<file path="config.mk">
export PLATFORM = sky130hd
export DESIGN_NAME = txn_commit_unit
export DESIGN_NICKNAME = d
export VERILOG_FILES = /design/src/rtl/cc_pkg.sv /design/src/rtl/cc_read_set.sv /design/src/rtl/cc_write_buf.sv /design/src/rtl/cc_commit_fsm.sv /design/src/rtl/txn_commit_unit.sv
export SDC_FILE = /design/constraint.sdc
export NUM_CORES = 1
export LEC_CHECK = 0
export ABC_AREA = 1
export BUFFER_PORTS_ARGS = -buffer_cell sky130_fd_sc_hd__buf_2
export CORE_MARGIN = 3
export CORE_UTILIZATION = 25
export CTS_CLUSTER_SIZE = 20
export DETAILED_ROUTE_END_ITERATION = 12
export GPL_TIMING_DRIVEN = 0
export PLACE_DENSITY_LB_ADDON = 0.1
export SETUP_SLACK_MARGIN = 0.3
export SLEW_MARGIN = 20
export SYNTH_ARGS = -nofsm -noshare
export SYNTH_HDL_FRONTEND = slang
export SYNTH_SLANG_ARGS = --single-unit
</file>
<file path="constraint.sdc">
create_clock -name clk -period 3.71 [get_ports clk]
set_input_delay 0.1855 -clock clk [delete_from_list [all_inputs] [get_ports clk]]
set_output_delay 0.1855 -clock clk [all_outputs]
set_load 0.03 [all_outputs]
</file>
<file path="src/rtl/cc_pkg.sv">
// Package: shared types of the transactional commit unit.
// Assumes nothing beyond IEEE 1800-2017 enum support.
package cc_pkg;
    // Controller phases of one core's transaction life cycle.
    typedef enum logic [2:0] {
        ST_RUN       = 3'd0,
        ST_REQ       = 3'd1,
        ST_BCAST     = 3'd2,
        ST_OVF_REQ   = 3'd3,
        ST_OVF_DRAIN = 3'd4,
        ST_OVF_HOLD  = 3'd5
    } cc_state_e;
endpackage

</file>
<file path="src/rtl/cc_read_set.sv">
// Read-set tracker: one bit per data-cache line, indexed by address bits
// [OFF_W +: IDX_W]. No tag is kept, so aliasing lines share a bit (conservative).
// Assumes OFF_W >= 1 and OFF_W + IDX_W < ADDR_W. Clear wins over set.
module cc_read_set #(
    parameter int ADDR_W = 16,
    parameter int OFF_W  = 2,
    parameter int IDX_W  = 4
) (
    input  logic                      clk,
    input  logic                      rst_n,
    input  logic                      set_en,
    input  logic [ADDR_W-1:0]         set_addr,
    input  logic                      clr,
    input  logic [ADDR_W-1:0]         qry_addr,
    output logic                      qry_hit,
    output logic [(1<<IDX_W)-1:0]     bits_o
);
    localparam int NUM_LINES = 1 << IDX_W;

    logic [IDX_W-1:0] set_idx;
    logic [IDX_W-1:0] qry_idx;
    logic             unused_addr_bits;

    assign set_idx = set_addr[OFF_W +: IDX_W];
    assign qry_idx = qry_addr[OFF_W +: IDX_W];
    assign unused_addr_bits = ^{set_addr[OFF_W-1:0], set_addr[ADDR_W-1:OFF_W+IDX_W],
                                qry_addr[OFF_W-1:0], qry_addr[ADDR_W-1:OFF_W+IDX_W]};

    for (genvar g = 0; g < NUM_LINES; g++) begin : g_line
        // Per-line read bit: set by a load to this line, cleared in bulk.
        always_ff @(posedge clk) begin
            if (!rst_n)
                bits_o[g] <= 1'b0;
            else if (clr)
                bits_o[g] <= 1'b0;
            else if (set_en && (set_idx == IDX_W'(g)))
                bits_o[g] <= 1'b1;
        end
    end

    assign qry_hit = bits_o[qry_idx];


    rs_mono_chk: assert property (@(posedge clk) disable iff (!rst_n)
        !clr |=> ((bits_o & $past(bits_o)) == $past(bits_o)));
endmodule

</file>
<file path="src/rtl/cc_write_buf.sv">
// Write buffer: holds speculative stores in arrival order until commit.
// A store to an address already held overwrites that entry (coalescing).
// Assumes DEPTH >= 2. Clear wins over write; a miss while full is dropped
// (the controller never issues one).
module cc_write_buf #(
    parameter int ADDR_W = 16,
    parameter int DATA_W = 32,
    parameter int DEPTH  = 4
) (
    input  logic                         clk,
    input  logic                         rst_n,
    input  logic                         clr,
    input  logic                         wr_en,
    input  logic [ADDR_W-1:0]            wr_addr,
    input  logic [DATA_W-1:0]            wr_data,
    output logic                         hit,
    output logic                         full,
    output logic [$clog2(DEPTH+1)-1:0]   cnt_o,
    input  logic [$clog2(DEPTH)-1:0]     rd_ptr,
    output logic [ADDR_W-1:0]            rd_addr,
    output logic [DATA_W-1:0]            rd_data
);
    localparam int PTR_W = $clog2(DEPTH);
    localparam int CNT_W = $clog2(DEPTH + 1);

    logic [ADDR_W-1:0] addr_q [DEPTH];
    logic [DATA_W-1:0] data_q [DEPTH];
    logic [CNT_W-1:0]  cnt_q;
    logic [DEPTH-1:0]  match;
    logic [PTR_W-1:0]  hit_idx;
    logic [PTR_W-1:0]  tail;

    for (genvar g = 0; g < DEPTH; g++) begin : g_cmp
        assign match[g] = (CNT_W'(g) < cnt_q) && (addr_q[g] == wr_addr);
    end

    // Encode which valid entry holds the store address.
    always_comb begin
        hit_idx = '0;
        for (int i = 0; i < DEPTH; i++)
            if (match[i]) hit_idx = PTR_W'(i);
    end

    assign hit   = |match;
    assign full  = (cnt_q == CNT_W'(DEPTH));
    assign tail  = cnt_q[PTR_W-1:0];
    assign cnt_o = cnt_q;

    // Occupancy: grows on a fresh store, zeroed by clear.
    always_ff @(posedge clk) begin
        if (!rst_n)
            cnt_q <= '0;
        else if (clr)
            cnt_q <= '0;
        else if (wr_en && !hit && !full)
            cnt_q <= cnt_q + CNT_W'(1);
    end

    // Entry storage: overwrite on hit, append at the tail otherwise.
    always_ff @(posedge clk) begin
        if (wr_en && !clr) begin
            if (hit)
                data_q[hit_idx] <= wr_data;
            else if (!full) begin
                addr_q[tail] <= wr_addr;
                data_q[tail] <= wr_data;
            end
        end
    end

    assign rd_addr = addr_q[rd_ptr];
    assign rd_data = data_q[rd_ptr];


    wb_cnt_bound_chk: assert property (@(posedge clk) disable iff (!rst_n)
        cnt_q <= CNT_W'(DEPTH));

    wb_coalesce_chk: assert property (@(posedge clk) disable iff (!rst_n)
        (wr_en && hit && !clr) |=> (cnt_q == $past(cnt_q)));
endmodule

</file>
<file path="src/rtl/cc_commit_fsm.sv">
// Commit controller: sequences run, bus request, broadcast, abort and the
// overflow path that holds the bus to the end of the transaction.
// Assumes the grant stays high while requested and tx_end never coincides
// with a load or store.
module cc_commit_fsm
    import cc_pkg::*;
#(
    parameter int DEPTH = 4
) (
    input  logic                         clk,
    input  logic                         rst_n,
    input  logic                         mem_ld,
    input  logic                         mem_st,
    input  logic                         tx_end,
    input  logic                         gnt,
    input  logic                         snp_conflict,
    input  logic                         wb_full,
    input  logic                         wb_hit,
    input  logic [$clog2(DEPTH+1)-1:0]   wb_cnt,
    output cc_state_e                    state_o,
    output logic [$clog2(DEPTH)-1:0]     ptr_o,
    output logic                         stall_o,
    output logic                         req_o,
    output logic                         wb_wr_o,
    output logic                         wb_clr_o,
    output logic                         rs_set_o,
    output logic                         rs_clr_o,
    output logic                         wt_o,
    output logic                         abort_o,
    output logic                         done_o
);
    localparam int PTR_W = $clog2(DEPTH);
    localparam int CNT_W = $clog2(DEPTH + 1);

    cc_state_e        state_q, state_d;
    logic [PTR_W-1:0] ptr_q, ptr_d;
    logic             abort_evt, commit_evt, ovf_evt;
    logic             last_bcast, last_drain, full_miss, sending;
    logic             abort_q, done_q;

    assign full_miss  = mem_st && wb_full && !wb_hit;
    assign sending    = (state_q == ST_BCAST) || (state_q == ST_OVF_DRAIN);
    assign abort_evt  = snp_conflict && ((state_q == ST_RUN) || (state_q == ST_REQ) ||
                                         (state_q == ST_OVF_REQ));
    assign ovf_evt    = (state_q == ST_RUN) && full_miss && !abort_evt;
    assign last_bcast = (state_q == ST_BCAST) && ((CNT_W'(ptr_q) + CNT_W'(1)) == wb_cnt);
    assign last_drain = (state_q == ST_OVF_DRAIN) && (ptr_q == PTR_W'(DEPTH - 1));
    assign commit_evt = ((state_q == ST_RUN) && tx_end && (wb_cnt == '0) && !abort_evt) ||
                        last_bcast || ((state_q == ST_OVF_HOLD) && tx_end);

    assign stall_o  = ((state_q == ST_RUN) && full_miss) || (state_q == ST_REQ) ||
                      sending || (state_q == ST_OVF_REQ);
    assign req_o    = (state_q != ST_RUN);
    assign wb_wr_o  = (state_q == ST_RUN) && mem_st && !stall_o;
    assign rs_set_o = mem_ld && !stall_o &&
                      ((state_q == ST_RUN) || (state_q == ST_OVF_HOLD));
    assign rs_clr_o = abort_evt || commit_evt;
    assign wb_clr_o = abort_evt || commit_evt || last_drain;
    assign wt_o     = (state_q == ST_OVF_HOLD) && mem_st;
    assign ptr_d    = sending ? ptr_q + PTR_W'(1) : '0;

    // Next-phase selection; abort has priority in every abortable phase.
    always_comb begin
        state_d = state_q;
        unique case (state_q)
            ST_RUN: begin
                if (abort_evt)                     state_d = ST_RUN;
                else if (ovf_evt)                  state_d = ST_OVF_REQ;
                else if (tx_end && wb_cnt != '0)   state_d = ST_REQ;
            end
            ST_REQ: begin
                if (abort_evt)                     state_d = ST_RUN;
                else if (gnt)                      state_d = ST_BCAST;
            end
            ST_BCAST:     if (last_bcast)          state_d = ST_RUN;
            ST_OVF_REQ: begin
                if (abort_evt)                     state_d = ST_RUN;
                else if (gnt)                      state_d = ST_OVF_DRAIN;
            end
            ST_OVF_DRAIN: if (last_drain)          state_d = ST_OVF_HOLD;
            ST_OVF_HOLD:  if (tx_end)              state_d = ST_RUN;
            default:                               state_d = ST_RUN;
        endcase
    end

    // Phase, broadcast pointer and registered event pulses.
    always_ff @(posedge clk) begin
        if (!rst_n) begin
            state_q <= ST_RUN;
            ptr_q   <= '0;
            abort_q <= 1'b0;
            done_q  <= 1'b0;
        end else begin
            state_q <= state_d;
            ptr_q   <= ptr_d;
            abort_q <= abort_evt;
            done_q  <= commit_evt;
        end
    end

    assign state_o = state_q;
    assign ptr_o   = ptr_q;
    assign abort_o = abort_q;
    assign done_o  = done_q;


    abort_pulse_chk: assert property (@(posedge clk) disable iff (!rst_n)
        abort_q |=> !abort_q);

    req_hold_chk: assert property (@(posedge clk) disable iff (!rst_n)
        (req_o && !gnt && !snp_conflict) |=> req_o);

    done_single_chk: assert property (@(posedge clk) disable iff (!rst_n)
        done_q |=> !done_q);
endmodule

</file>
<file path="src/rtl/txn_commit_unit.sv">
// Top of the per-core commit-time conflict unit: ties the read set, the
// write buffer and the commit controller to the core, the commit bus and
// the snoop input. Assumes one bus owner at a time and a held grant.
module txn_commit_unit
    import cc_pkg::*;
#(
    parameter int ADDR_W   = 16,
    parameter int DATA_W   = 32,
    parameter int OFF_W    = 2,
    parameter int IDX_W    = 4,
    parameter int WB_DEPTH = 4
) (
    input  logic              clk,
    input  logic              rst_n,
    input  logic              mem_ld,
    input  logic              mem_st,
    input  logic [ADDR_W-1:0] mem_addr,
    input  logic [DATA_W-1:0] mem_wdata,
    output logic              stall_o,
    input  logic              tx_end,
    output logic              done_o,
    output logic              cbus_req,
    input  logic              cbus_gnt,
    output logic              cb_valid,
    output logic [ADDR_W-1:0] cb_addr,
    output logic [DATA_W-1:0] cb_data,
    input  logic              snp_valid,
    input  logic [ADDR_W-1:0] snp_addr,
    output logic              abort_o,
    output logic              restore_o
);
    localparam int NUM_LINES = 1 << IDX_W;
    localparam int PTR_W     = $clog2(WB_DEPTH);
    localparam int CNT_W     = $clog2(WB_DEPTH + 1);

    cc_state_e              state;
    logic [PTR_W-1:0]       ptr;
    logic                   wb_wr, wb_clr, rs_set, rs_clr, wt;
    logic                   rs_hit, wb_hit, wb_full, abort_pulse;
    logic [CNT_W-1:0]       wb_cnt;
    logic [NUM_LINES-1:0]   rbits;
    logic [ADDR_W-1:0]      wb_rd_addr;
    logic [DATA_W-1:0]      wb_rd_data;
    logic                   draining;

    cc_read_set #(.ADDR_W(ADDR_W), .OFF_W(OFF_W), .IDX_W(IDX_W)) u_rset (
        .clk      (clk),
        .rst_n    (rst_n),
        .set_en   (rs_set),
        .set_addr (mem_addr),
        .clr      (rs_clr),
        .qry_addr (snp_addr),
        .qry_hit  (rs_hit),
        .bits_o   (rbits)
    );

    cc_write_buf #(.ADDR_W(ADDR_W), .DATA_W(DATA_W), .DEPTH(WB_DEPTH)) u_wbuf (
        .clk     (clk),
        .rst_n   (rst_n),
        .clr     (wb_clr),
        .wr_en   (wb_wr),
        .wr_addr (mem_addr),
        .wr_data (mem_wdata),
        .hit     (wb_hit),
        .full    (wb_full),
        .cnt_o   (wb_cnt),
        .rd_ptr  (ptr),
        .rd_addr (wb_rd_addr),
        .rd_data (wb_rd_data)
    );

    cc_commit_fsm #(.DEPTH(WB_DEPTH)) u_ctrl (
        .clk          (clk),
        .rst_n        (rst_n),
        .mem_ld       (mem_ld),
        .mem_st       (mem_st),
        .tx_end       (tx_end),
        .gnt          (cbus_gnt),
        .snp_conflict (snp_valid && rs_hit),
        .wb_full      (wb_full),
        .wb_hit       (wb_hit),
        .wb_cnt       (wb_cnt),
        .state_o      (state),
        .ptr_o        (ptr),
        .stall_o      (stall_o),
        .req_o        (cbus_req),
        .wb_wr_o      (wb_wr),
        .wb_clr_o     (wb_clr),
        .rs_set_o     (rs_set),
        .rs_clr_o     (rs_clr),
        .wt_o         (wt),
        .abort_o      (abort_pulse),
        .done_o       (done_o)
    );

    assign draining  = (state == ST_BCAST) || (state == ST_OVF_DRAIN);
    assign cb_valid  = draining || wt;
    assign cb_addr   = wt ? mem_addr  : wb_rd_addr;
    assign cb_data   = wt ? mem_wdata : wb_rd_data;
    assign abort_o   = abort_pulse;
    assign restore_o = abort_pulse;


    abort_clears_chk: assert property (@(posedge clk) disable iff (!rst_n)
        abort_o |-> ((rbits == '0) && (wb_cnt == '0) && !cbus_req));

    done_clears_chk: assert property (@(posedge clk) disable iff (!rst_n)
        done_o |-> (rbits == '0));

    no_abort_after_send_chk: assert property (@(posedge clk) disable iff (!rst_n)
        cb_valid |=> !abort_o);

    cb_owner_chk: assert property (@(posedge clk) disable iff (!rst_n)
        cb_valid |-> cbus_gnt);

    stall_wait_chk: assert property (@(posedge clk) disable iff (!rst_n)
        (cbus_req && !cbus_gnt) |-> stall_o);
endmodule

</file>
==> run summary, run 1 <==
Floorplan Core Area - 42,600 um2
Avg WL per Cell - 18.6 um
Main synth FF type - edfxtp_1
Int Power - 4700 uW
hpwl dp - 25,600 um
clk_lat worst skew - 0.56 ns
crit end category - output pin
synth unique cells - 49
DRT iter0 DRCs - 606
CTS max path bufs - 3
die area - 46,300 um2
maximum clock frequency - 313 MHz
worst path cell trace - inv_2 > nor3_2 > nand2_2 > buf_2 > clkbuf_1 > a31oi_1 > buf_2
Hold Crit Class - in -> reg
sequential power share - 0.427
Net Sw Frac - 0.303
Synth warnings - 0
slowest stage cell on the critical path - dfxtp_1
clk slew on worst S/H paths - 0.06 ns
clock sink total - 218
Port Buffers - 111
Layout area overhead - 25.6%
fin crit period - 3.19 ns
share of synthesized registers carrying an async set or reset - 0
DRT Pass-1 Iters - 5
Placement Cell Area - 12,400 um2
DRC Markers - 0
Logic pwr share - 0.196
CTS tree - yes
CP Buf/Inv Count - 4
post-synth top area cell - edfxtp_1
Worst-Margin Slew - 0.859 ns
crit path kind - reg -> out
setup TNS - 0 ns
Fillers - 4,563
mapped cell area - 10,900 um2
Final setup violation count - 0
CP max FO - 10
die width - 215 um
Critical Path Source Type - register
Placer Congestion - 0.875
largest net degree at the start of global routing - 21
Power Density - 491 nW/um2
postcts setup bufs - 0
Multi-input gate area - 3990 um2
Cells after Synth - 1,164
share of the synthesized area in the top cell type - 0.528
Rows - 75
post-route ant nets - 0
vias post-DR - 8,705
FF/Latch Area - 6290 um2
Die H - 215 um
first-pass GRT wire length - 55,200 um
Place WS - 0.583 ns
root buffer cell - clkbuf_16
post-synthesis sequential area ratio - 0.575
EDFF count, synth - 192
ANT cells - 0
Final Instance Count excl. Fillers - 1,955
dominant cells by area after synthesis - edfxtp_1, nor2_1, nand2_1
Syn Nets - 1,240
synthesized flop and latch total - 218
post-route cell area - 13,700 um2
initial antenna violation count - 0
RSZ-0062 raised after global routing - true
final hold viol count - 0
Routed WL - 36,300 um
layout net count - 1,435
slew margin rel. - 0.427
Worst Slack Setup Final - 0.518 ns
switching power - 2040 uW
grt ovf - 0
placed insts - 1,856
status - completed
dominant delay contributor by cell family on the critical path - buffers and inverters
CP Data Required Time - 3.52 ns
Initial Utilization - 0.257
H-tree depth - 1
syn avg cell area - 9.39 um2
layout cells sized above 1 - 0.194
Clk pwr share - 0.377
critical path's largest stage delay - 0.46 ns
WP data arrival - 3.01 ns
Max Cap Violations - 0
vias in the first global route - 8,788
fin crit share - 0.860
CP dominant cell by count - buf_2
Ports - 125
worst clock skew - 0.0213 ns
Lkg Pwr - 0.00536 uW
post-DR vias/cell - 4.45
Final Core Density - 0.322
fin. max-slew vios - 0
Peak VDD IR - 0.345 mV
GR Util All Layers - 0.155
CTS Buf Count - 27
==> metal layers <==
metal  GRT usage  part of all wire
met2       0.255              0.47
met5           0                 0
met1       0.215              0.47
met4      0.0333             0.020
met3      0.0256             0.049
==> flip-flops by register name, summed over array words and instances (netlist names) <==
| signal | count |
|---|---|
| u_ctrl.abort_o | 1 |
| u_ctrl.done_o | 1 |
| u_rset.bits_o | 16 |
| u_ctrl.ptr_o | 2 |
| u_wbuf.addr_q | 64 |
| u_wbuf.cnt_o | 3 |
| u_wbuf.data_q | 128 |
| u_ctrl.state_o | 3 |
==> power groups by stage <==
stage	sequential (uW)	combinational [uW]	clock, uW
final	2880	1320	2540
after CTS	2870	1350	2630
after global routing	2890	1450	2720
after floorplan	2920	826	0
after global placement	2940	1260	0
after detailed placement	2930	1300	0
==> what timing repair did <==
action | 4_1_cts | 5_1_grt
endpoints found under the hold margin | 204 | 0
resized for setup | 1 | 7
endpoints found under the setup margin | 1 | 38
hold buffers | 51 | 0
==> layout make-up <==
cell class,instances,share of cell area
clock inverters,12,0.00711
inverters,110,0.0307
clock buffers,36,0.0544
multi-input cells,780,0.291
plain buffers,56,0.0216
well taps,577,0.0526
repair buffers,166,0.0846
flip-flops and latches,218,0.458
==> logic make-up after synthesis <==
group / count (synthesis) / synth area share
AOI/OAI and AO/OA: 211 / 0.108
DFF: 218 / 0.575
xor gates and xnor gates: 22 / 0.0176
and+or+nand+nor: 542 / 0.228
adders and majority gates: 5 / 0.00572
buffers and inverters: 166 / 0.0653
==> worst register-to-register path, stage by stage (launching register included) <==
cell and delay [ns]:
dfxtp_1 0.52, inv_2 0.14, ha_1 0.23, inv_1 0.12, nor2_1 0.07, nand3_1 0.13
nand3_2 0.10, nor2_4 0.18, inv_2 0.08, nor2_2 0.12, nand3_1 0.20, nor2_4 0.56
buf_16 0.25
==> stage by stage <==
step	hold WS [ns]	power (uW)
detailed placement	0.424	4230
CTS	0.120	6850
global route	0.150	7060
floorplan	0.284	3750
finish	0.153	6740
global placement	0.424	4200
==> cells in the mapped netlist (5+ instances only) <==
| cell type | number |
|---|---|
| a31oi_1 | 48 |
| clkbuf_1 | 30 |
| nand4_2 | 10 |
| nand3_1 | 32 |
| xnor2_1 | 14 |
| a21oi_2 | 11 |
| buf_4 | 8 |
| a21oi_1 | 39 |
| ha_1 | 5 |
| nand2_1 | 170 |
| nor2_1 | 250 |
| xor2_1 | 8 |
| edfxtp_1 | 192 |
| nand4_1 | 25 |
| inv_1 | 81 |
| nand3_2 | 6 |
| nor3_1 | 8 |
| buf_1 | 9 |
| dfxtp_1 | 26 |
| o21ai_0 | 103 |
| inv_2 | 24 |
| nor2_2 | 8 |
| nand2_2 | 7 |
==> placed cells by master, fill, tap and decap left out, types with 24 or more instances in the layout <==
cell type      instances
edfxtp_1             192
dlygate4sd3_1         51
buf_2                115
inv_1                 81
nand3_1               32
a31oi_1               48
clkbuf_16             27
nand2_1              169
dfxtp_1               26
inv_2                 24
o21ai_0              103
nor2_1               242
clkbuf_1              30
nand4_1               25
a21oi_1               39
==> path summary, 6_finish.rpt <==
check | startpoint | end | slack [ns] | cells past startpoint
max | u_ctrl.state_o[2] | cb_data[1] | 0.52 | 7
min | snp_addr[5] | u_ctrl.abort_o | 0.15 | 5
max reg2reg | u_wbuf.cnt_o[0] | u_wbuf.data_q[2][5] | 0.68 | 12
min reg2reg | u_rset.bits_o[5] | u_rset.bits_o[5] | 0.46 | 2
(Power assumes the default switching activity.)
==> run 2: changes to the inputs <==
--- a/config.mk
+++ b/config.mk
@@ -7,7 +7,6 @@
 export LEC_CHECK = 0
 export ABC_AREA = 1
 export BUFFER_PORTS_ARGS = -buffer_cell sky130_fd_sc_hd__buf_2
-export CORE_MARGIN = 3
 export CORE_UTILIZATION = 25
 export CTS_CLUSTER_SIZE = 20
 export DETAILED_ROUTE_END_ITERATION = 12
==> run 2 against run 1 <==
  * Utilization fell by 0.22 points
  * Critical path depth did not move
  * Die area fell by 3.7%
  * Highest routed layer unchanged
  * Worst setup slack got worse by 0.14 ns
  * Global-route usage rose by 0.79 points
  * Wire length rose by 0.15%
  * Sequential power barely moved
  * Cell count rose by 0.61%
  * Sequential share of layout area fell by 0.20 points
  * Cell area rose by 0.43%
==> run summary, run 2 (synthesis gave the netlist of run 1 again) <==
status - completed (unchanged)
Hold Crit Class - in -> reg (unchanged)
first-pass GRT wire length - 54,300 um (was 55,200 um)
largest reg by FF count - u_wbuf.data_q (unchanged)
Routed WL - 36,300 um (about the same)
most common cell after layout, fill and taps aside - nor2_1 (unchanged)
Critical Path Source Type - register (unchanged)
hold_ws - 0.132 ns (was 0.153 ns)
Worst-Margin Slew - 0.880 ns (was 0.859 ns)
max FFs per register - 128 (unchanged)
Final setup violation count - 0 (unchanged)
post-route ant nets - 0 (unchanged)
Die H - 211 um (was 215 um)
Power Density - 497 nW/um2 (was 491 nW/um2)
fin crit period - 3.33 ns (was 3.19 ns)
layout cells sized above 1 - 0.193 (was 0.194)
crit end category - output pin (unchanged)
setup TNS - 0 ns (unchanged)
CTS Buf Count - 28 (was 27)
Max Cap Violations - 0 (unchanged)
CTS tree - yes (unchanged)
DRT iter0 DRCs - 605 (was 606)
clock sink total - 218 (unchanged)
clk_lat worst skew - 0.58 ns (was 0.56 ns)
RSZ-0062 raised after global routing - true (unchanged)
post-DR vias/cell - 4.47 (was 4.45)
Port Buffers - 111 (unchanged)
hpwl dp - 25,600 um (about the same)
WP data arrival - 3.15 ns (was 3.01 ns)
Ports - 125 (unchanged)
Worst Slack Setup Final - 0.377 ns (was 0.518 ns)
Avg WL per Cell - 18.5 um (was 18.6 um)
GR Util All Layers - 0.163 (was 0.155)
CP max FO - 10 (unchanged)
vias in the first global route - 8,782 (was 8,788)
die area - 44,600 um2 (was 46,300 um2)
worst clock skew - 0.00868 ns (was 0.0213 ns)
DRC Markers - 0 (unchanged)
grt ovf - 0 (unchanged)
ANT cells - 0 (unchanged)
Initial Utilization - 0.254 (was 0.257)
largest net degree at the start of global routing - 21 (unchanged)
fin crit share - 0.898 (was 0.860)
Placer Congestion - 0.874 (was 0.875)
layout net count - 1,436 (was 1,435)
Reg2Reg Depth - 11 (was 12)
Rows - 76 (was 75)
root buffer cell - clkbuf_16 (unchanged)
DRT Pass-1 Iters - 5 (unchanged)
slew margin rel. - 0.413 (was 0.427)
clk slew on worst S/H paths - 0.06 ns (about the same)
maximum clock frequency - 300 MHz (was 313 MHz)
final hold viol count - 0 (unchanged)
Layout area overhead - 26.1% (was 25.6%)
vias post-DR - 8,783 (was 8,705)
die width - 211 um (was 215 um)
Lkg Pwr - 0.00536 uW (about the same)
FF/Latch Area - 6290 um2 (unchanged)
CTS max path bufs - 3 (unchanged)
Floorplan Core Area - 43,100 um2 (was 42,600 um2)
CP Data Required Time - 3.52 ns (about the same)
fin. max-slew vios - 0 (unchanged)
H-tree depth - 1 (unchanged)
Peak VDD IR - 0.361 mV (was 0.345 mV)
top flop regs - u_wbuf.data_q x128, u_wbuf.addr_q x64, u_rset.bits_o x16 (unchanged)
WHS Path Cells - 5 (unchanged)
Final Core Density - 0.320 (was 0.322)
postcts setup bufs - 0 (unchanged)
crit path kind - reg -> out (unchanged)
Place WS - 0.618 ns (was 0.583 ns)
Multi-input gate area - 3990 um2 (unchanged)
initial antenna violation count - 0 (unchanged)
most frequent cells in the layout - nor2_1, edfxtp_1, nand2_1, buf_2, o21ai_0 (unchanged)
Fillers - 4,550 (was 4,563)
## run 2: cell count changes in the layout (fill, tap and decap cells not counted), moves of 2 or more
| cell | delta |
|---|---|
| clkinv_2 | +5 |
| clkbuf_1 | +5 |
| clkinv_1 | -2 |
| clkinvlp_4 | +2 |
| clkbuf_8 | -3 |
| inv_4 | -2 |
| clkbuf_4 | -2 |
| clkbuf_2 | -2 |
## run 2: layout make-up
| type | count | area share |
|---|---|---|
| Buffer | 56 | 0.0213 |
| Clock buffer | 36 | 0.0530 |
| Clock inverter | 16 | 0.0114 |
| Inverter | 110 | 0.0306 |
| Multi-Input combinational cell | 780 | 0.290 |
| Sequential cell | 218 | 0.456 |
| Tap cell | 585 | 0.0531 |
| Timing Repair Buffer | 166 | 0.0848 |
## run 2: through the flow
stage / total power (uW) / instance area (um2) / instances
5_1_grt: 7150 / 13800 / 1967
6_report: 6850 / 13800 / 1967
3_3_place_gp: 4200 / 12200 / 1860
4_1_cts: 6950 / 13800 / 1967
2_1_floorplan: 3750 / 10900 / 1164
3_5_place_dp: 4220 / 12400 / 1864
## run 2: critical path, cell delays in order (launching register included)
cell	delay, ns
dfxtp_1	0.31
buf_2	0.19
inv_2	0.12
clkbuf_1	0.50
buf_1	0.73
o21ai_0	0.20
a31oi_1	0.27
buf_2	0.25
## run 2: final timing paths
check	from	endpoint	slack [ns]
worst max register to register	u_wbuf.cnt_o[2]	u_wbuf.data_q[2][18]	0.65
worst min register to register	u_rset.bits_o[1]	u_rset.bits_o[1]	0.46
worst min-delay path	snp_addr[5]	u_ctrl.abort_o	0.13
worst max-delay path	u_ctrl.ptr_o[0]	cb_addr[14]	0.38
## run 2: what timing repair did
| item | CTS | global route |
|---|---|---|
| hold buffers | 51 | 0 |
| hold endpoints to repair | 204 | 0 |
| endpoints found under the setup margin | 1 | 17 |
| gates resized for setup | 1 | 4 |
## run 2: power breakdown
part	switching (uW)	internal [uW]	total [uW]	leakage (uW)
clock	1120	1530	2660	0.000426
combinational	927	391	1320	0.00299
sequential	54.7	2820	2870	0.00195
total	2110	4750	6850	0.00536
## run 2: routing by layer
layer / global-route usage / part of all wire / up-vias
li1: - / - / 4371
met2: 0.269 / 0.47 / 206
met3: 0.0291 / 0.048 / 44
met1: 0.221 / 0.47 / 4162
met4: 0.0340 / 0.018 / 0
met5: 0 / 0 / -
